**config.mk**
```make
export PLATFORM = sky130hd
export DESIGN_NAME = prbs_wide_gen
export DESIGN_NICKNAME = d
export VERILOG_FILES = /design/src/rtl/prbs_pkg.sv /design/src/rtl/prbs_xor_net.sv /design/src/rtl/prbs_seed_guard.sv /design/src/rtl/prbs_wide_gen.sv
export SDC_FILE = /design/constraint.sdc
export NUM_CORES = 1
export LEC_CHECK = 0
export BUFFER_PORTS_ARGS = -buffer_cell sky130_fd_sc_hd__buf_2
export CAP_MARGIN = 10
export CORE_UTILIZATION = 51
export CTS_CLUSTER_SIZE = 14
export DETAILED_ROUTE_END_ITERATION = 8
export PLACE_DENSITY = 0.73
export SYNTH_ARGS = -nofsm -noshare
export SYNTH_HDL_FRONTEND = slang
export SYNTH_SLANG_ARGS = --single-unit
```
**constraint.sdc**
```tcl
create_clock -name clk -period 1.9 [get_ports clk]
set_input_delay 0.475 -clock clk [delete_from_list [all_inputs] [get_ports clk]]
set_output_delay 0.475 -clock clk [all_outputs]
set_load 0.05 [all_outputs]
```
**src/rtl/prbs_pkg.sv**
```systemverilog
package prbs_pkg;

    // Largest feedback register length supported by the mask function.
    localparam int MAX_LEN = 64;

    typedef logic [MAX_LEN-1:0] tapmask_t;

    // Returns the set of state bits whose XOR yields stream bit k.
    // The state holds stream bits 0..len-1. The recurrence is
    // s[i] = s[i-tap] ^ s[i-len]. A circular window of the last len masks
    // keeps the cost linear in k.
    function automatic tapmask_t stream_mask(int len, int tap, int k);
        tapmask_t win [MAX_LEN];
        for (int j = 0; j < MAX_LEN; j++) begin
            win[j] = (j < len) ? (tapmask_t'(1) << j) : '0;
        end
        for (int i = len; i <= k; i++) begin
            win[i % len] = win[(i - tap) % len] ^ win[i % len];
        end
        return win[k % len];
    endfunction

endpackage

```
**src/rtl/prbs_xor_net.sv**
```systemverilog
module prbs_xor_net
    import prbs_pkg::*;
#(
    parameter int LEN   = 31,
    parameter int TAP   = 28,
    parameter int BASE  = 0,
    parameter int COUNT = 8
) (
    input  logic [LEN-1:0]   state_i,
    output logic [COUNT-1:0] bits_o
);

    for (genvar k = 0; k < COUNT; k++) begin : g_bit
        if (BASE + k < LEN) begin : g_copy
            // Stream bit already sits in the state window.
            assign bits_o[k] = state_i[BASE + k];
        end else begin : g_xor
            localparam tapmask_t FULL = stream_mask(LEN, TAP, BASE + k);
            localparam logic [LEN-1:0] MASK = FULL[LEN-1:0];
            assign bits_o[k] = ^(state_i & MASK);
        end
    end

endmodule

```
**src/rtl/prbs_seed_guard.sv**
```systemverilog
module prbs_seed_guard #(
    parameter int LEN = 31,
    parameter logic [LEN-1:0] FALLBACK = LEN'(1)
) (
    input  logic [LEN-1:0] raw_i,
    output logic [LEN-1:0] safe_o
);

    // The all-zero state locks the generator, so it is never loaded.
    always_comb begin
        safe_o = raw_i;
        if (raw_i == '0) begin
            safe_o = FALLBACK;
        end
    end

endmodule

```
**src/rtl/prbs_wide_gen.sv**
```systemverilog
module prbs_wide_gen
    import prbs_pkg::*;
#(
    parameter int LFSR_LEN = 31,
    parameter int TAP      = 28,
    parameter int WIDTH    = 512,
    parameter logic [LFSR_LEN-1:0] RST_SEED = '1,
    parameter logic [LFSR_LEN-1:0] FALLBACK = LFSR_LEN'(1)
) (
    input  logic                clk,
    input  logic                rst,
    input  logic                adv_en,
    input  logic                seed_ld,
    input  logic [LFSR_LEN-1:0] seed_i,
    output logic [WIDTH-1:0]    word_o,
    output logic                vld_o
);

    localparam logic [LFSR_LEN-1:0] RST_STATE = (RST_SEED == '0) ? FALLBACK : RST_SEED;

    typedef struct packed {
        logic [LFSR_LEN-1:0] state;
        logic [WIDTH-1:0]    word;
        logic                vld;
    } gen_regs_t;

    gen_regs_t gen_d, gen_q;

    logic [WIDTH-1:0]    word_next;
    logic [LFSR_LEN-1:0] state_jump;
    logic [LFSR_LEN-1:0] seed_safe;

    // Stream bits 0..WIDTH-1 relative to the current state.
    prbs_xor_net #(
        .LEN  (LFSR_LEN),
        .TAP  (TAP),
        .BASE (0),
        .COUNT(WIDTH)
    ) u_word_net (
        .state_i(gen_q.state),
        .bits_o (word_next)
    );

    // Stream bits WIDTH..WIDTH+LEN-1: the state after a whole word of shifts.
    prbs_xor_net #(
        .LEN  (LFSR_LEN),
        .TAP  (TAP),
        .BASE (WIDTH),
        .COUNT(LFSR_LEN)
    ) u_jump_net (
        .state_i(gen_q.state),
        .bits_o (state_jump)
    );

    prbs_seed_guard #(
        .LEN     (LFSR_LEN),
        .FALLBACK(FALLBACK)
    ) u_seed_guard (
        .raw_i (seed_i),
        .safe_o(seed_safe)
    );

    always_comb begin
        gen_d     = gen_q;
        gen_d.vld = 1'b0;
        if (seed_ld) begin
            gen_d.state = seed_safe;
        end else if (adv_en) begin
            gen_d.state = state_jump;
            gen_d.word  = word_next;
            gen_d.vld   = 1'b1;
        end
    end

    always_ff @(posedge clk) begin
        if (rst) begin
            gen_q.state <= RST_STATE;
            gen_q.word  <= '0;
            gen_q.vld   <= 1'b0;
        end else begin
            gen_q <= gen_d;
        end
    end

    assign word_o = gen_q.word;
    assign vld_o  = gen_q.vld;

endmodule

```
==> flow_summary.json, run 1 <==
{
  "synth_compound_area_frac": 0.121,
  "synth_top_family_by_area": "XOR/XNOR gates",
  "dieWidth_microns": 245,
  "synthSimpleGateAreaFrac": 0.102,
  "endpoint_kind": "flop",
  "num_io_pins": 548,
  "gp_congestion": 1.04,
  "drv_slew": 0,
  "path_clk_slew_ns": 0.07,
  "ir_drop_v": 0.000850,
  "path_class": "flop to flop",
  "worstPathArrival_ns": 2.57,
  "powerDensity_nw_per_um2": 1420,
  "avgSynthCellArea_sq_um": 8.95,
  "worst_r2r_path_depth": 7,
  "dpl.cell_count": 4403,
  "fin_skew_ns": 0.0165,
  "hpwl_microns": 95100,
  "drtIter0Drc": 2280,
  "synthCells": 3365,
  "cts_tree": "built",
  "diodes": 0,
  "clkSinkCount": 544,
  "synth_edf_count": 0,
  "antenna_left": 0,
  "grt_pass1_wl_microns": 171000,
  "setup_slack_ns": -0.104,
  "io_buffer_count": 547,
  "rows": 88,
  "status": "finished, violations left",
  "max_freq_ghz": 0.499,
  "netlist.area_leader.share": 0.362,
  "tightest_slew_ns": 0.745,
  "mostFrequentLayoutCell": "buf_2",
  "syn_to_final_growth_pct": 26.2,
  "ys_seq_elements": 544,
  "final-hold-violation-count": 0,
  "fillers": 4753,
  "dp_slack_ns": -0.446,
  "yosys.area.top_type": "dfxtp_1",
  "final_util": 0.655,
  "finalCritPeriodShare": 1.05,
  "synthMuxAreaShare": 0.00665,
  "core_area_sq_um": 58000,
  "die_area_sq_um": 60000,
  "grt_max_degree": 123,
  "p_leak_uw": 0.0168,
  "synth.net_count": 3400,
  "drc": 0,
  "drive_gt1_frac": 0.383,
  "grt_pass1_vias": 23538,
  "synthTopCellsByArea": "dfxtp_1 (36%), xnor2_1 (14%), buf_4 (13%)",
  "critPathSlowestCell": "xnor3_2",
  "fin_crit_ns": 2.00,
  "cts_inserted_buffers": 56,
  "grt_use_total": 0.400,
  "synthArstFlopShare": 0,
  "synthXorXnorAreaFrac": 0.242,
  "ys_seq_area_frac": 0.362,
  "required_ns": 2.47,
  "grt_overflow": 0,
  "synthAdderAreaFrac": 0,
  "rsz0062_at_grt": "true",
  "cts_root_buf": "clkbuf_16",
  "cap_violations": 0,
  "crit_fanout": 4,
  "num_vias": 25331,
  "hold_depth": 3,
  "dr.pass1.iters": 6,
  "cts.path.max_buffers": 3,
  "antenna_found_initial": 1,
  "violations": "negative setup slack",
  "drt-total-wl_microns": 124000,
  "wl_per_cell_microns": 26.9,
  "die_h_microns": 245,
  "hold_class": "primary input to flop",
  "vias_per_cell": 5.52,
  "final_cell_count_no_fill": 4591,
  "synthFlopType": "dfxtp_1",
  "worstPathCellList": "buf_8 > xor2_4 > xnor3_2 > buf_6 > xor3_1 > nand2_1 > a21oi_1",
  "cpPeakStageDelay_ns": 0.56,
  "ys_warn_count": 0,
  "initial_core_util": 0.519,
  "nets": 3820,
  "slew_headroom": 0.500,
  "whs_ns": 0.0940,
  "cts-htree-levels": 2,
  "worst_setup_path_start_kind": "flop",
  "insertion_delay_ns": 0.63,
  "finalSetupViolCount": 19,
  "synth_area_sq_um": 30100,
  "ys_types": 43,
  "layout_common_cells": "buf_2 (543), dfxtp_1 (515), buf_4 (434), nand2_1 (395), xnor2_1 (380)"
}
kinds of logic after synthesis:
family | Yosys count
buffers and inverters | 775
AOI/OAI and AO/OA | 561
and+or+nand+nor | 790
DFF | 544
muxes | 20
xor gates and xnor gates | 675
worst paths after layout:
check,start,endpoint,slack (ns)
worst max-delay path,gen_q[520],word_o[439],-0.10
worst max register to register,gen_q[520],word_o[439],-0.10
worst min-delay path,seed_i[18],gen_q[531],0.09
worst min register to register,word_o[312],word_o[312],0.45
layout make-up:
| cell class | instances | area (sq um) | share of cell area |
|---|---|---|---|
| repair buffers | 1133 | 8510 | 0.224 |
| inverters | 4 | 15.0 | 0.000395 |
| multi-input cells | 2046 | 15700 | 0.413 |
| flip-flops and latches | 544 | 11000 | 0.289 |
| well taps | 765 | 957 | 0.0252 |
| clock buffers | 79 | 1620 | 0.0426 |
| clock inverters | 20 | 253 | 0.00665 |
where the power goes:
group | leakage (uW) | switching [uW] | internal, uW
registers | 0.00448 | 942 | 12800
logic | 0.0114 | 17000 | 11900
clock network | 0.000905 | 4920 | 6480
critical path, delay by kind of cell (launching register included):
family,cells,cell delay (ns)
XOR/XNOR,3,1.01
AND/OR/NAND/NOR,1,0.08
buffers and inverters,2,0.31
flip-flops,1,0.40
AO/OA/AOI/OAI,1,0.13
routing by layer:
metal / vias to the layer above / part of all wire / GRT usage / wire (microns)
li1: 11386 / - / - / -
met1: 12087 / 0.40 / 0.519 / 48900
met2: 1466 / 0.44 / 0.613 / 54000
met3: 390 / 0.10 / 0.0957 / 12700
met4: 2 / 0.064 / 0.217 / 7970
met5: - / 0.000073 / 0 / 9
registers in the layout, summed over array words and instances, names as in the netlist:
signal	flops
word_o	512
gen_q	31
vld_o	1
cell usage after synthesis, types with 2 or more instances:
library cell,n
dfxtp_1,544
buf_4,538
xnor2_1,469
nand2_1,397
nor2_1,346
a211oi_1,293
a21oi_1,216
clkbuf_1,172
xor2_1,99
buf_2,43
xnor3_1,37
xnor2_2,32
o211ai_1,23
mux2i_1,20
nor3_1,17
xnor2_4,16
o21ai_0,15
xor3_1,13
buf_1,11
and3_1,8
buf_6,7
nor4_1,7
a311o_1,6
inv_1,4
nand3_1,4
xnor3_2,3
xor3_2,3
a211o_1,2
and2_1,2
nand4_1,2
o21a_1,2
or2_0,2
xor2_2,2
stage by stage:
stage / cell area, sq um / setup TNS, ns / total power (uW)
after global placement: 33500 / -17.61 / 39400
after global routing: 38000 / -1.43 / 55400
final: 38000 / -0.622 / 53900
after floorplan: 30300 / -0.146 / 30900
after CTS: 36800 / -0.483 / 52200
after detailed placement: 33500 / -18.87 / 39500
timing repair:
action | in CTS | in global routing
buffers inserted | 45 | 46
hold buffers | 0 | 0
endpoints found under the setup margin | 178 | 148
gates resized for setup | 168 | 158
pin swaps | 51 | 71
No activity file was read; power rests on OpenSTA's default activity.
==> run 2: changes to the inputs <==
--- a/config.mk
+++ b/config.mk
@@ -11,6 +11,7 @@
 export CTS_CLUSTER_SIZE = 14
 export DETAILED_ROUTE_END_ITERATION = 8
 export PLACE_DENSITY = 0.73
+export REMOVE_ABC_BUFFERS = 1
 export SYNTH_ARGS = -nofsm -noshare
 export SYNTH_HDL_FRONTEND = slang
 export SYNTH_SLANG_ARGS = --single-unit
==> flow_summary.json, run 2 (synthesis gave the netlist of run 1 again) <==
{
  "status": "completed",
  "dr.pass1.iters": 6,
  "layout_common_cells": "buf_2 (546), dfxtp_1 (515), xnor2_1 (423), nand2_1 (397), nor2_1 (346)",
  "core_area_sq_um": 58000,
  "rsz0062_at_grt": "true",
  "antenna_left": 0,
  "dpl.cell_count": 4243,
  "cts_tree": "built",
  "highest_layer": "met5",
  "path_class": "flop to flop",
  "cpPeakStageDelay_ns": 0.37,
  "slew_headroom": 0.546,
  "die_h_microns": 245,
  "cp_top_family": "buffers and inverters",
  "cts_root_buf": "clkbuf_16",
  "finalCritPeriodShare": 0.997,
  "die_area_sq_um": 60000,
  "insertion_delay_ns": 0.62,
  "cts-htree-levels": 2,
  "crit_top_cell": "buf_4",
  "largest_reg_flops": 512,
  "drt-total-wl_microns": 96200,
  "required_ns": 2.42,
  "p_sw_uw": 19700,
  "cts.path.max_buffers": 3,
  "cap_violations": 0,
  "wl_met2_microns": 43600,
  "initial_core_util": 0.519,
  "worst_setup_path_start_kind": "flop",
  "met3RoutedLength_microns": 8390,
  "final-hold-violation-count": 0,
  "grt_overflow": 0,
  "dieWidth_microns": 245,
  "path_clk_slew_ns": 0.07,
  "crit_fanout": 8,
  "vias_per_cell": 5.26,
  "nets": 3636,
  "grt_pass1_wl_microns": 138000,
  "num_vias": 23297,
  "io_buffer_count": 547,
  "wl_per_cell_microns": 21.7,
  "clkSinkCount": 544,
  "final_cell_count_no_fill": 4429,
  "worstPathCellList": "buf_4 > buf_8 > xnor2_4 > buf_12 > xnor3_2 > buf_4 > xor2_1 > a211oi_1",
  "max_freq_ghz": 0.528,
  "power.share.clock": 0.245,
  "worstPathArrival_ns": 2.42,
  "grt_pass1_vias": 21298,
  "wl_met1_microns": 39700,
  "grt_use_total": 0.307,
  "tightest_slew_ns": 0.676,
  "critPathSlowestCell": "dfxtp_2",
  "seqPwrFrac": 0.276,
  "endpoint_kind": "flop",
  "fillers": 4875,
  "fin_crit_ns": 1.90,
  "rows": 88,
  "num_io_pins": 548,
  "sw_frac_of_total": 0.399,
  "p_leak_uw": 0.0155,
  "hpwl_microns": 69600,
  "syn_to_final_growth_pct": 17.8,
  "powerDensity_nw_per_um2": 1390,
  "drive_gt1_frac": 0.331,
  "p_int_uw": 29600,
  "ir_drop_v": 0.000895,
  "critPathBufInv": 4,
  "comb_power_share": 0.479,
  "grt_max_degree": 124,
  "antenna_found_initial": 27,
  "drc": 0,
  "mostFrequentLayoutCell": "buf_2",
  "cts_inserted_buffers": 59,
  "hold_class": "primary input to flop",
  "drv_slew": 0,
  "gp_congestion": 0.925,
  "finalSetupViolCount": 0,
  "final_util": 0.611,
  "drtIter0Drc": 1568,
  "fin_skew_ns": 0.0113
}
==> run 2: metal layers <==
metal / GRT usage / up-vias
li1: - / 11053
met1: 0.398 / 11058
met2: 0.480 / 937
met3: 0.0778 / 225
met4: 0.135 / 24
met5: 0 / -
==> run 2: per-stage QoR <==
| stage | total power, uW | setup TNS (ns) | hold WS, ns | area (sq um) | setup WS, ns |
|---|---|---|---|---|---|
| 6_report | 49300 | 0 | 0.105 | 35500 | 0.00493 |
| 5_1_grt | 51300 | -0.322 | 0.0901 | 35500 | -0.0497 |
| 4_1_cts | 48300 | -0.0841 | 0.0653 | 34400 | -0.0453 |
| 3_5_place_dp | 35900 | -2.68 | 0.440 | 32000 | -0.190 |
| 3_3_place_gp | 35700 | -1.67 | 0.435 | 32000 | -0.204 |
| 2_1_floorplan | 29400 | - | 0.544 | 25100 | -30.27 |
==> run 2: final cells by class <==
cell class                 count  area, sq um  share of cell area
antenna                       15         37.5             0.00106
clock buffer                  85         1740              0.0490
tap                          765          957              0.0270
clock inverter                24          290             0.00818
timing repair buffer         946         6480               0.183
sequential                   544        11000               0.309
inverter                       4         15.0            0.000423
multi-input combinational   2046        15000               0.422
==> run 2: worst min-delay path: stages <==
cell and delay [ns]:
buf_2 0.09, nand2_1 0.04, o211ai_1 0.07
==> run 2: final timing paths <==
kind	slack, ns	end	cells after the start	from
hold reg to reg	0.45	word_o[469]	2	word_o[469]
setup reg to reg	0.005	word_o[344]	8	gen_q[515]
setup / recovery	0.005	word_o[344]	8	gen_q[515]
hold / removal	0.11	gen_q[525]	3	seed_i[12]
==> run 2: timing repair <==
action | in CTS | in global routing
pin swaps | 7 | 36
gates resized for setup | 42 | 107
setup buffers | 8 | 54
hold buffers | 0 | 0
setup endpoints to repair | 60 | 110
gates cloned | 0 | 0
==> run 2: power groups by stage <==
stage | logic, uW | clock network (uW) | registers [uW]
global route | 24900 | 12700 | 13700
CTS | 22500 | 12200 | 13600
global placement | 22000 | 0 | 13800
detailed placement | 22100 | 0 | 13800
floorplan | 11100 | 0 | 18300
finish | 23600 | 12100 | 13600
